$ cat config.mk
export PLATFORM = sky130hd
export DESIGN_NAME = exc_entry_ctrl
export DESIGN_NICKNAME = d
export VERILOG_FILES = /design/src/rtl/exc_pkg.sv /design/src/rtl/exc_arbiter.sv /design/src/rtl/exc_status_gen.sv /design/src/rtl/exc_entry_ctrl.sv
export SDC_FILE = /design/constraint.sdc
export NUM_CORES = 1
export LEC_CHECK = 0
export ABC_AREA = 0
export CAP_MARGIN = 30
export CORE_MARGIN = 2
export CORE_UTILIZATION = 43
export CTS_CLUSTER_SIZE = 28
export DETAILED_ROUTE_END_ITERATION = 7
export GPL_TIMING_DRIVEN = 0
export PLACE_DENSITY = 0.94
export SETUP_SLACK_MARGIN = 0.1
export SYNTH_ARGS = -nofsm -noshare
export SYNTH_HDL_FRONTEND = slang
export SYNTH_HIERARCHICAL = 1
export SYNTH_SLANG_ARGS = --single-unit
$ cat constraint.sdc
create_clock -name clk -period 3.2 [get_ports clk]
set_clock_uncertainty 0.05 [all_clocks]
set_input_delay 0.64 -clock clk [delete_from_list [all_inputs] [get_ports clk]]
set_output_delay 0.64 -clock clk [all_outputs]
set_load 0.02 [all_outputs]
$ cat src/rtl/exc_pkg.sv
// Shared types and cause-to-target mapping for the exception entry controller.
// Assumes a 5-bit mode field at the bottom of the status word.
package exc_pkg;

    typedef enum logic [2:0] {
        EXC_NONE,
        EXC_RESET,
        EXC_UNDEF,
        EXC_SVC,
        EXC_PABT,
        EXC_DABT,
        EXC_IRQ,
        EXC_FIQ
    } exc_kind_e;

    localparam int MODE_W    = 5;
    localparam int NUM_BANKS = 5;
    localparam int BANK_IW   = $clog2(NUM_BANKS);

    // Mode field written on entry for each cause.
    function automatic logic [MODE_W-1:0] mode_code(exc_kind_e k);
        case (k)
            EXC_RESET, EXC_SVC:  return 5'b10011;
            EXC_PABT, EXC_DABT:  return 5'b10111;
            EXC_UNDEF:           return 5'b11011;
            EXC_IRQ:             return 5'b10010;
            EXC_FIQ:             return 5'b10001;
            default:             return 5'b10000;
        endcase
    endfunction

    // Banked register pair index for each cause.
    function automatic logic [BANK_IW-1:0] bank_idx(exc_kind_e k);
        case (k)
            EXC_PABT, EXC_DABT:  return 3'd1;
            EXC_UNDEF:           return 3'd2;
            EXC_IRQ:             return 3'd3;
            EXC_FIQ:             return 3'd4;
            default:             return 3'd0;
        endcase
    endfunction

    // Vector table slot (word index) for each cause.
    function automatic logic [2:0] vec_slot(exc_kind_e k);
        case (k)
            EXC_UNDEF:  return 3'd1;
            EXC_SVC:    return 3'd2;
            EXC_PABT:   return 3'd3;
            EXC_DABT:   return 3'd4;
            EXC_IRQ:    return 3'd6;
            EXC_FIQ:    return 3'd7;
            default:    return 3'd0;
        endcase
    endfunction

    // Whether the entry also raises the fast-interrupt mask.
    function automatic logic sets_fast_mask(exc_kind_e k);
        return (k == EXC_RESET) || (k == EXC_FIQ);
    endfunction

endpackage

$ cat src/rtl/exc_arbiter.sv
// Fixed-priority selection of the exception cause to act on this cycle.
// Assumes the interrupt lines are already qualified by their mask bits.
module exc_arbiter
    import exc_pkg::*;
(
    input  logic      req_reset,
    input  logic      req_undef,
    input  logic      req_svc,
    input  logic      req_pabt,
    input  logic      req_dabt,
    input  logic      irq_ok,
    input  logic      fiq_ok,
    output exc_kind_e kind
);

    // Priority chain: reset, data abort, fast irq, irq, fetch abort, undef, svc.
    always_comb begin
        if (req_reset)      kind = EXC_RESET;
        else if (req_dabt)  kind = EXC_DABT;
        else if (fiq_ok)    kind = EXC_FIQ;
        else if (irq_ok)    kind = EXC_IRQ;
        else if (req_pabt)  kind = EXC_PABT;
        else if (req_undef) kind = EXC_UNDEF;
        else if (req_svc)   kind = EXC_SVC;
        else                kind = EXC_NONE;
    end

endmodule

$ cat src/rtl/exc_status_gen.sv
// Builds the status word loaded on entry: new mode, raised masks, rest kept.
// Assumes the mode field occupies bits [MODE_W-1:0].
module exc_status_gen
    import exc_pkg::*;
#(
    parameter int STATUS_W     = 32,
    parameter int IRQ_MASK_BIT = 7,
    parameter int FIQ_MASK_BIT = 6
) (
    input  logic [STATUS_W-1:0] cur_status,
    input  exc_kind_e           kind,
    output logic [STATUS_W-1:0] next_status
);

    // Replace the mode field and raise the mask bits the cause calls for.
    always_comb begin
        next_status               = cur_status;
        next_status[MODE_W-1:0]   = mode_code(kind);
        next_status[IRQ_MASK_BIT] = 1'b1;
        if (sets_fast_mask(kind))
            next_status[FIQ_MASK_BIT] = 1'b1;
    end

endmodule

$ cat src/rtl/exc_entry_ctrl.sv
// Exception entry controller: picks the eligible cause and, in one cycle,
// produces the flush pulse, the vector, the new status and the bank strobes.
// Assumes the core writes back new_status on flush before the next entry.
module exc_entry_ctrl
    import exc_pkg::*;
#(
    parameter int ADDR_W       = 32,
    parameter int STATUS_W     = 32,
    parameter int IRQ_MASK_BIT = 7,
    parameter int FIQ_MASK_BIT = 6,
    parameter int VEC_SHIFT    = 2
) (
    input  logic                 clk,
    input  logic                 rst_n,
    input  logic                 req_reset,
    input  logic                 req_undef,
    input  logic                 req_svc,
    input  logic                 req_pabt,
    input  logic                 req_dabt,
    input  logic                 irq_lvl,
    input  logic                 fiq_lvl,
    input  logic [STATUS_W-1:0]  cur_status,
    input  logic [ADDR_W-1:0]    cur_pc,
    output logic                 flush,
    output logic [ADDR_W-1:0]    redirect_pc,
    output logic [STATUS_W-1:0]  new_status,
    output logic [NUM_BANKS-1:0] bank_we,
    output logic [ADDR_W-1:0]    link_data,
    output logic [STATUS_W-1:0]  saved_data
);

    exc_kind_e            kind;
    logic [STATUS_W-1:0]  status_nx;
    logic [NUM_BANKS-1:0] bank_hit;
    logic [ADDR_W-1:0]    vec_addr;
    logic                 accept;

    exc_arbiter u_arb (
        .req_reset (req_reset),
        .req_undef (req_undef),
        .req_svc   (req_svc),
        .req_pabt  (req_pabt),
        .req_dabt  (req_dabt),
        .irq_ok    (irq_lvl & ~cur_status[IRQ_MASK_BIT]),
        .fiq_ok    (fiq_lvl & ~cur_status[FIQ_MASK_BIT]),
        .kind      (kind)
    );

    exc_status_gen #(
        .STATUS_W     (STATUS_W),
        .IRQ_MASK_BIT (IRQ_MASK_BIT),
        .FIQ_MASK_BIT (FIQ_MASK_BIT)
    ) u_stat (
        .cur_status  (cur_status),
        .kind        (kind),
        .next_status (status_nx)
    );

    // One-hot decode of the target bank, one comparator per bank.
    for (genvar g = 0; g < NUM_BANKS; g++) begin : g_bank
        assign bank_hit[g] = (bank_idx(kind) == BANK_IW'(g));
    end

    // Vector address from the table slot and the word spacing.
    assign vec_addr = ADDR_W'(vec_slot(kind)) << VEC_SHIFT;

    // An entry is accepted only outside the flush cycle of the previous one.
    assign accept = (kind != EXC_NONE) && !flush;

    // Register the entry results; flush and strobes are single-cycle pulses.
    always_ff @(posedge clk) begin
        if (!rst_n) begin
            flush       <= 1'b0;
            bank_we     <= '0;
            redirect_pc <= '0;
            new_status  <= '0;
            link_data   <= '0;
            saved_data  <= '0;
        end else if (accept) begin
            flush       <= 1'b1;
            bank_we     <= bank_hit;
            redirect_pc <= vec_addr;
            new_status  <= status_nx;
            link_data   <= cur_pc;
            saved_data  <= cur_status;
        end else begin
            flush       <= 1'b0;
            bank_we     <= '0;
        end
    end

    // flush never lasts two cycles.
    a_r2_single_pulse: assert property (@(posedge clk) disable iff (!rst_n)
        flush |=> !flush);

    // exactly one bank strobe with flush, none without it.
    a_r5_one_strobe: assert property (@(posedge clk) disable iff (!rst_n)
        flush |-> ($countones(bank_we) == 1));
    a_r5_quiet_strobe: assert property (@(posedge clk) disable iff (!rst_n)
        !flush |-> (bank_we == '0));

    // every entry leaves the normal-interrupt mask raised.
    a_r7_irq_masked: assert property (@(posedge clk) disable iff (!rst_n)
        flush |-> new_status[IRQ_MASK_BIT]);

    // the fast-interrupt bank goes with the last vector slot.
    a_r4_fast_vector: assert property (@(posedge clk) disable iff (!rst_n)
        (flush && bank_we[4]) |-> (redirect_pc == (ADDR_W'(7) << VEC_SHIFT)));

    // a masked interrupt alone does not start an entry.
    a_r8_masked_irq: assert property (@(posedge clk) disable iff (!rst_n)
        (!flush && irq_lvl && cur_status[IRQ_MASK_BIT] && !fiq_lvl &&
         !(req_reset || req_undef || req_svc || req_pabt || req_dabt)) |=> !flush);

    // a data abort captures the interrupted PC as return address.
    a_r6_link_pc: assert property (@(posedge clk) disable iff (!rst_n)
        (!flush && req_dabt) |=> (flush && link_data == $past(cur_pc)));

endmodule

# ---- Word-level counts from Yosys, hierarchy flattened
# Cells that the tools add are included.
dict set report totals {
  ff_bits 105
  in_bits 73
  out_inout_bits 134
  word_cells 41
}
dict set report classes {
  eq_ne 11
  mux 12
  n_bitwise 4
  n_reduce_logical 8
}
# cell count
set op_table {}
lappend op_table {{$pmux 4 s5} 1}
lappend op_table {{$mux 3} 6}
lappend op_table {{$pmux 3 s6} 1}
lappend op_table {{$eq 3x3->1 const B} 5}
lappend op_table {{$eq 3x2->1 const B} 4}
lappend op_table {{$pmux 3 s4} 1}
lappend op_table {{$eq 3x1->1 const B} 2}
lappend op_table {{$reduce_or 2->1} 2}
lappend op_table {{$logic_not 3->1} 1}
lappend op_table {{$reduce_bool 3->1} 1}
lappend op_table {{$and 1x1->1} 2}
lappend op_table {{$mux 1} 2}
lappend op_table {{$mux 2} 1}
lappend op_table {{$not 1->1} 2}
lappend op_table {{$reduce_and 2->1} 1}
lappend op_table {{$logic_and 1x1->1} 1}
lappend op_table {{$logic_not 1->1} 1}
lappend op_table {{$logic_or 1x1->1} 1}

# ---- Longest topological paths before layout
# Gate-level depths: netlist of run 1.
dict set report depth {
  word_depth 11
  mapped_depth 9
}

# ---- Modules after synthesis
# The synthesis of run 1 kept the hierarchy.
# mod n_inst cells_per_inst area_each_um2
set modules_own_cells {}
lappend modules_own_cells {exc_entry_ctrl 1 482 4335.4}
lappend modules_own_cells {exc_status_gen 1 36 259.0}
lappend modules_own_cells {exc_arbiter 1 7 43.8}

# ---- Worst setup path after synthesis of run 1
# OpenSTA, ideal clock, no wires.
dict set report synth_timing {
  path_kind {input-to-reg}
  from {input port irq_lvl}
  to {register link_data[22]}
  setup_ns 0.072
  arrival_ns 2.450
  setup_slack_ns 0.628
  stages 8
  path_buffers 2
  cell_sequence {nor2b_1 -> nor2_1 -> a211oi_1 -> nor3_2 -> nor2_4 -> buf_6 -> buf_6 -> mux2i_1}
}
dict set report synth_between {
  elab_chain_cells 7
}
# element line_no
set synth_lines {}
lappend synth_lines {{start, declared} exc_entry_ctrl.sv:20} ;# input logic irq_lvl,
lappend synth_lines {{$and 1x1->1} exc_entry_ctrl.sv:44} ;# .irq_ok (irq_lvl & ~cur_status[IRQ_MASK_BIT]),
lappend synth_lines {{$mux 3} exc_arbiter.sv:21} ;# else if (irq_ok) kind = EXC_IRQ;
lappend synth_lines {{$mux 3} exc_arbiter.sv:20} ;# else if (fiq_ok) kind = EXC_FIQ;
lappend synth_lines {{$mux 3} exc_arbiter.sv:19} ;# else if (req_dabt) kind = EXC_DABT;
lappend synth_lines {{$mux 3} exc_arbiter.sv:18} ;# if (req_reset) kind = EXC_RESET;
lappend synth_lines {{named net kind[1]} exc_entry_ctrl.sv:32} ;# exc_kind_e kind;
lappend synth_lines {{$reduce_bool 3->1} exc_entry_ctrl.sv:68} ;# assign accept = (kind != EXC_NONE) && !flush;
lappend synth_lines {{$logic_and 1x1->1} exc_entry_ctrl.sv:68}
lappend synth_lines {{end signal, assigned} exc_entry_ctrl.sv:84} ;# link_data <= cur_pc;
lappend synth_lines {{end, declared} exc_entry_ctrl.sv:28} ;# output logic [ADDR_W-1:0] link_data,
# The timed path passes the listed nets, and every way through them passes these cells.
# A chain may end at the register's enable or synchronous reset.

# ---- Worst setup path in the final report of run 1
dict set report layout_timing {
  from {input port cur_status[6]}
  to {register saved_data[3]}
}
dict set report layout_between {
  elab_chain_cells 7
}
# element line_no
set layout_lines {}
lappend layout_lines {{start, declared} exc_entry_ctrl.sv:22} ;# input logic [STATUS_W-1:0] cur_status,
lappend layout_lines {{$not 1->1} exc_entry_ctrl.sv:45} ;# .fiq_ok (fiq_lvl & ~cur_status[FIQ_MASK_BIT]),
lappend layout_lines {{$and 1x1->1} exc_entry_ctrl.sv:45}
lappend layout_lines {{$mux 3} exc_arbiter.sv:20}
lappend layout_lines {{$mux 3} exc_arbiter.sv:19}
lappend layout_lines {{$mux 3} exc_arbiter.sv:18}
lappend layout_lines {{named net kind[1]} exc_entry_ctrl.sv:32}
lappend layout_lines {{$reduce_bool 3->1} exc_entry_ctrl.sv:68}
lappend layout_lines {{$logic_and 1x1->1} exc_entry_ctrl.sv:68}
lappend layout_lines {{end signal, assigned} exc_entry_ctrl.sv:85} ;# saved_data <= cur_status;
lappend layout_lines {{end, declared} exc_entry_ctrl.sv:29} ;# output logic [STATUS_W-1:0] saved_data
# The timed path passes the listed nets, and every way through them passes these cells.

==> results.cfg, run 1 <==
[logic_synthesis]
synth_area_leader_cell = dfxtp_1
synth_area_leaders = dfxtp_1 45%, mux2i_1 21%, nand2_1 16%
synth.most_common_cell = nand2_1
synth_edf_count = 0
synth_seq_cells = 105
ys_seq_area_share_pct = 45.32
postSynthAreaPerCell_um2 = 8.835
yosys_warnings = 6
yosysTopAreaCellShare_pct = 45.32
synthCells = 525
synthArstFlopShare_pct = 0
syn_area_um2 = 4638
synthFlopType = dfxtp_1
yosysUniqueCellTypes = 31
synthTopCellsByCount = 195 x nand2_1, 105 x dfxtp_1, 97 x mux2i_1

[finish]
drive_gt1_share_pct = 11.95
nets = 815
final_area_um2 = 6883
n_antenna_cell = 0
area_delta_synth_final_pct = 48.39

[timing]
rsz0062_at_grt = no
slew-limit-headroom_pct = 65.71
finalSetupViolCount = 0
fmax_mhz = 350.7
fin_crit_sh_pct = 89.12
slew_violations = 0
tightest_slew_ns = 0.5144
period_minus_slack_ns = 2.852
hold_violations = 0

[critical_path]
cp-end-kind = flop
crit_type = primary input to flop
arrival_ns = 3.08
cpMostUsedCell = buf_2
critical-path-top-delay-family = buffers and inverters
cpMaxStageDelayCell = clkdlybuf4s50_1
crit_path_max_incr_delay_ns = 0.48
crit_buf_inv = 3
worstPathRequired_ns = 3.43
cp-start-kind = primary input
critical_path.max_fanout = 10
path_cells = clkdlybuf4s50_1 > nor2b_1 > nor2_1 > a211oi_1 > buf_2 > nor3_2 > nor2_4 > buf_2 > mux2i_1

[global_routing]
grt_overflow = 0
antenna_found_initial = 0
grt_pass1_wl_um = 19550
grt_max_degree = 16
gr-usage-all-layers_pct = 21.35
grt_pass1_vias = 4112

[die]
die_x_um = 107.9
fp.dieH_um = 107.9
row_count = 37
ioPinCount = 207
dieArea_um2 = 11630
start_util_pct = 44.53
core_area_um2 = 10420

[power_and_ir_drop]
total_power_mw = 3.219
p_per_area_nw_per_um2 = 467.6
p_seq_share_pct = 45.9
clkPwrFrac_pct = 27.0
sw_frac_of_total_pct = 28.98
power_switching_mw = 0.9326
leakage_nw = 3.172
irDropWorstVdd_uv = 260.9
intPower_mw = 2.286
comb_power_share_pct = 27.1

[clock_tree]
cts_resized = 0
clk_pin_slew_ns = 0.09
cts_buffers = 9
clk_latency_ns = 0.36
post_cts_buffers = 0
cts.path.max_buffers = 2
cts_hold_buf = 0
cts_tree = yes
cts.sinks = 105
htreeDepth = 3
clock-root-buffer = clkbuf_8

[placed_design]
gp_congestion = 0.7858
post_dp_cell_area_um2 = 6684
io_buffer_count = 176
hpwl_um = 9966

[run_status]
status = completed

[routing]
final_antenna_net_count = 0
drtIter0Drc = 152
drt-pass1-iter-count = 4
vias = 4119
drt-total-wl_um = 12770
drc = 0
post_drt_via_cell_ratio = 4.675
wl_per_cell_um = 14.49

[flow_run]
maxCapViolCount = 0

[min_path]
hold_path_class = flop to flop
## path summary, 6_finish.rpt
check                       from              to  slack (ns)  cells past startpoint
setup / recovery   cur_status[6]   saved_data[3]        0.35                      9
hold / removal    new_status[26]  new_status[26]        0.41                      2
setup reg to reg           flush   saved_data[3]        1.63                      4
hold reg to reg   new_status[26]  new_status[26]        0.41                      2
## through the flow
| stage | utilization (%) | setup WS [ns] | hold slack [ns] | std cells | setup TNS, ns |
|---|---|---|---|---|---|
| floorplan | - | 0.6281 | 0.4816 | 554 | 0 |
| global placement | 64.12 | -0.3143 | 0.3917 | 866 | -25.09 |
| detailed placement | 64.17 | 0.007689 | 0.4006 | 867 | 0 |
| CTS | 66.08 | 0.3761 | 0.4130 | 881 | 0 |
| global route | 66.08 | 0.2124 | 0.4245 | 881 | 0 |
| finish | 66.08 | 0.3482 | 0.4102 | 881 | 0 |
## power groups by stage
stage	clock network [mW]	registers, mW	logic, mW
2_1_floorplan	0	1.63	0.349
3_3_place_gp	0	1.50	0.849
3_5_place_dp	0	1.51	0.872
4_1_cts	0.887	1.48	0.875
5_1_grt	0.933	1.49	0.929
6_report	0.870	1.48	0.871
## kinds of logic after synthesis
| family | count (synthesis) | share of synthesized area (%) |
|---|---|---|
| AOI/OAI and AO/OA | 8 | 1.322 |
| xor gates and xnor gates | 2 | 0.3777 |
| buffers and inverters | 91 | 12.73 |
| DFF | 105 | 45.32 |
| muxes | 97 | 20.93 |
| other | 2 | 0.1619 |
| and+or+nand+nor | 220 | 19.15 |
## final cells by class
class / instances / area, um^2
tap: 136 / 170.2
buffer: 91 / 590.6
sequential: 105 / 2102
multi-input combinational: 358 / 2054
timing repair buffer: 177 / 1767
clock inverter: 3 / 67.56
clock buffer: 11 / 131.4
fill: 866 / 3533
## layout by cell type (no fill, tap or decap), types with 2 or more instances in the layout
cell               n
buf_6              3
nor2_1             7
clkbuf_8           9
o21bai_1           2
conb_1            31
and2_1             2
buf_1              3
mux2i_1           97
nor3b_1            2
buf_2             13
nand2_1          195
nand2b_1           2
nor3_1             2
nor2b_1            3
dfxtp_1          105
bufinv_16          2
clkdlybuf4s50_1  176
buf_4             56
clkbuf_1          18
nor4b_1            2
## flip-flops by register name, summed over array words and instances (netlist names)
signal	flops
link_data	32
bank_we	5
flush	1
redirect_pc	3
new_status	32
saved_data	32
## worst reg2reg max path, cell delays in order (launching register included)
cell	delay, ns
dfxtp_1	0.32
clkbuf_1	0.19
nor2_4	0.30
buf_2	0.39
mux2i_1	0.25
## per-layer routing
metal	GRT usage, %	wire, um
met1	23.31	5083
met2	39.13	6525
met3	5.630	906
met4	8.242	253
met5	0	0
(Power assumes the default switching activity.)
==> run 2, diff against run 1 <==
- CELL_PAD_IN_SITES_DETAIL_PLACEMENT: default -> 0
- CELL_PAD_IN_SITES_GLOBAL_PLACEMENT: default -> 1
- CORE_UTILIZATION: 43 -> 30
- PLACE_DENSITY: 0.94 -> 0.92
- SKIP_CTS_REPAIR_TIMING: default -> 1
==> results.cfg, run 2 (synthesis gave the netlist of run 1 again) <==
[power_and_ir_drop]
p_per_area_nw_per_um2 = 502.8
sw_frac_of_total_pct = 28.11
irDropWorstVdd_uv = 277.7
intPower_mw = 2.561
leakage_nw = 3.229
power_switching_mw = 1.002
comb_power_share_pct = 24.4
clkPwrFrac_pct = 34.3
p_seq_share_pct = 41.3
total_power_mw = 3.563

[timing]
fin_crit_sh_pct = 87.26
fmax_mhz = 358.1
fin_tns_setup_ns = 0
period_minus_slack_ns = 2.792
rsz0062_at_grt = no
tightest_slew_ns = 0.6117
slew-limit-headroom_pct = 59.22
hold-worst-slack_ns = 0.4061
hold_violations = 0
slew_violations = 0
finalSetupViolCount = 0

[critical_path]
critical_path.max_fanout = 10
rrSetupSlack_ns = 1.67
rr_endpoint = saved_data[16]
crit_type = primary input to flop
r2r_cells = 4
timing.rr.start = flush
arrival_ns = 2.98
worstPathRequired_ns = 3.39
cp-end-kind = flop
cp-start-kind = primary input

[routing]
drtIter0Drc = 146
drt-total-wl_um = 12480
vias = 3923
post_drt_via_cell_ratio = 4.196
drc = 0
final_antenna_net_count = 0
drt-pass1-iter-count = 4
wl_per_cell_um = 13.35

[die]
ioPinCount = 207
row_count = 45
dieArea_um2 = 16470
die_x_um = 128.3
core_area_um2 = 15150
fp.dieH_um = 128.3
start_util_pct = 30.62

[min_path]
min_to = link_data[24]
hold_path_class = flop to flop
hold_start = link_data[24]
whs_path_depth = 2

[clock_tree]
htreeDepth = 3
cts_tree = yes
clk_latency_ns = 0.34
clock-root-buffer = clkbuf_16
cts.path.max_buffers = 2
clk_pin_slew_ns = 0.07
cts.sinks = 105
cts_buffers = 9

[global_routing]
grt_overflow = 0
antenna_found_initial = 0
gr-usage-all-layers_pct = 14.90
grt_pass1_vias = 3811
grt_max_degree = 18
grt_pass1_wl_um = 19350

[finish]
final_area_um2 = 7087
reg.largest.list = link_data (32), new_status (32), saved_data (32)
n_antenna_cell = 0
area_delta_synth_final_pct = 52.79
layout_common_cells = 195 x nand2_1, 176 x clkdlybuf4s50_1, 105 x dfxtp_1
nets = 815
drive_gt1_share_pct = 12.58
num-fill-cells = 1474
mostFrequentLayoutCell = nand2_1

[placed_design]
hpwl_um = 9121
io_buffer_count = 176
post_dp_cell_area_um2 = 6751
gp_congestion = 0.7480

[run_status]
status = completed

[flow_run]
maxCapViolCount = 0
==> run 2: how the worst max path moves through the flow <==
stage / endpoint / cells after the start / from
final: flush / 9 / cur_status[6]
after global routing: saved_data[16] / 9 / cur_status[6]
after CTS: saved_data[16] / 9 / cur_status[6]
after detailed placement: saved_data[16] / 9 / cur_status[6]
after global placement: saved_data[3] / 8 / cur_status[6]
after floorplan: link_data[22] / 8 / irq_lvl
==> run 2: routing by layer <==
layer	up-vias	routed length, um	GRT usage (%)
li1	2034	-	-
met1	1743	5730	19.03
met2	133	5599	23.97
met3	13	937	4.241
met4	0	211	5.624
met5	-	0	0
==> run 2: layout make-up <==
cell class / count / area [um^2] / area share (%)
multi-input cells: 358 / 2059 / 29.06
clock buffers: 10 / 239.0 / 3.372
well taps: 188 / 235.2 / 3.319
clock inverters: 6 / 91.34 / 1.289
flip-flops and latches: 105 / 2102 / 29.66
repair buffers: 177 / 1769 / 24.96
plain buffers: 91 / 590.6 / 8.333
==> run 2: power by group through the flow <==
stage                     Combinational (mW)  Sequential, mW  Clock (mW)
after floorplan                        0.349            1.63           0
after CTS                              0.880            1.47        1.26
after global routing                   0.930            1.48        1.30
after detailed placement               0.876            1.50           0
final                                  0.870            1.47        1.22
after global placement                 0.872            1.50           0
==> run 2: critical path, stage by stage <==
cell and delay, ns:
clkdlybuf4s50_1 0.54, nor2b_1 0.08, or4_1 0.65, buf_2 0.23, nor3_2 0.23, nor2_4 0.10, buf_6 0.18, buf_6 0.16
and2_1 0.16
==> run 2: metrics by stage <==
stage	util [%]	instances	setup slack [ns]
floorplan	-	554	0.6281
global placement	44.53	918	-0.5141
detailed placement	44.58	919	-0.1331
CTS	46.76	935	0.2165
global route	46.79	935	0.2329
finish	46.79	935	0.4077
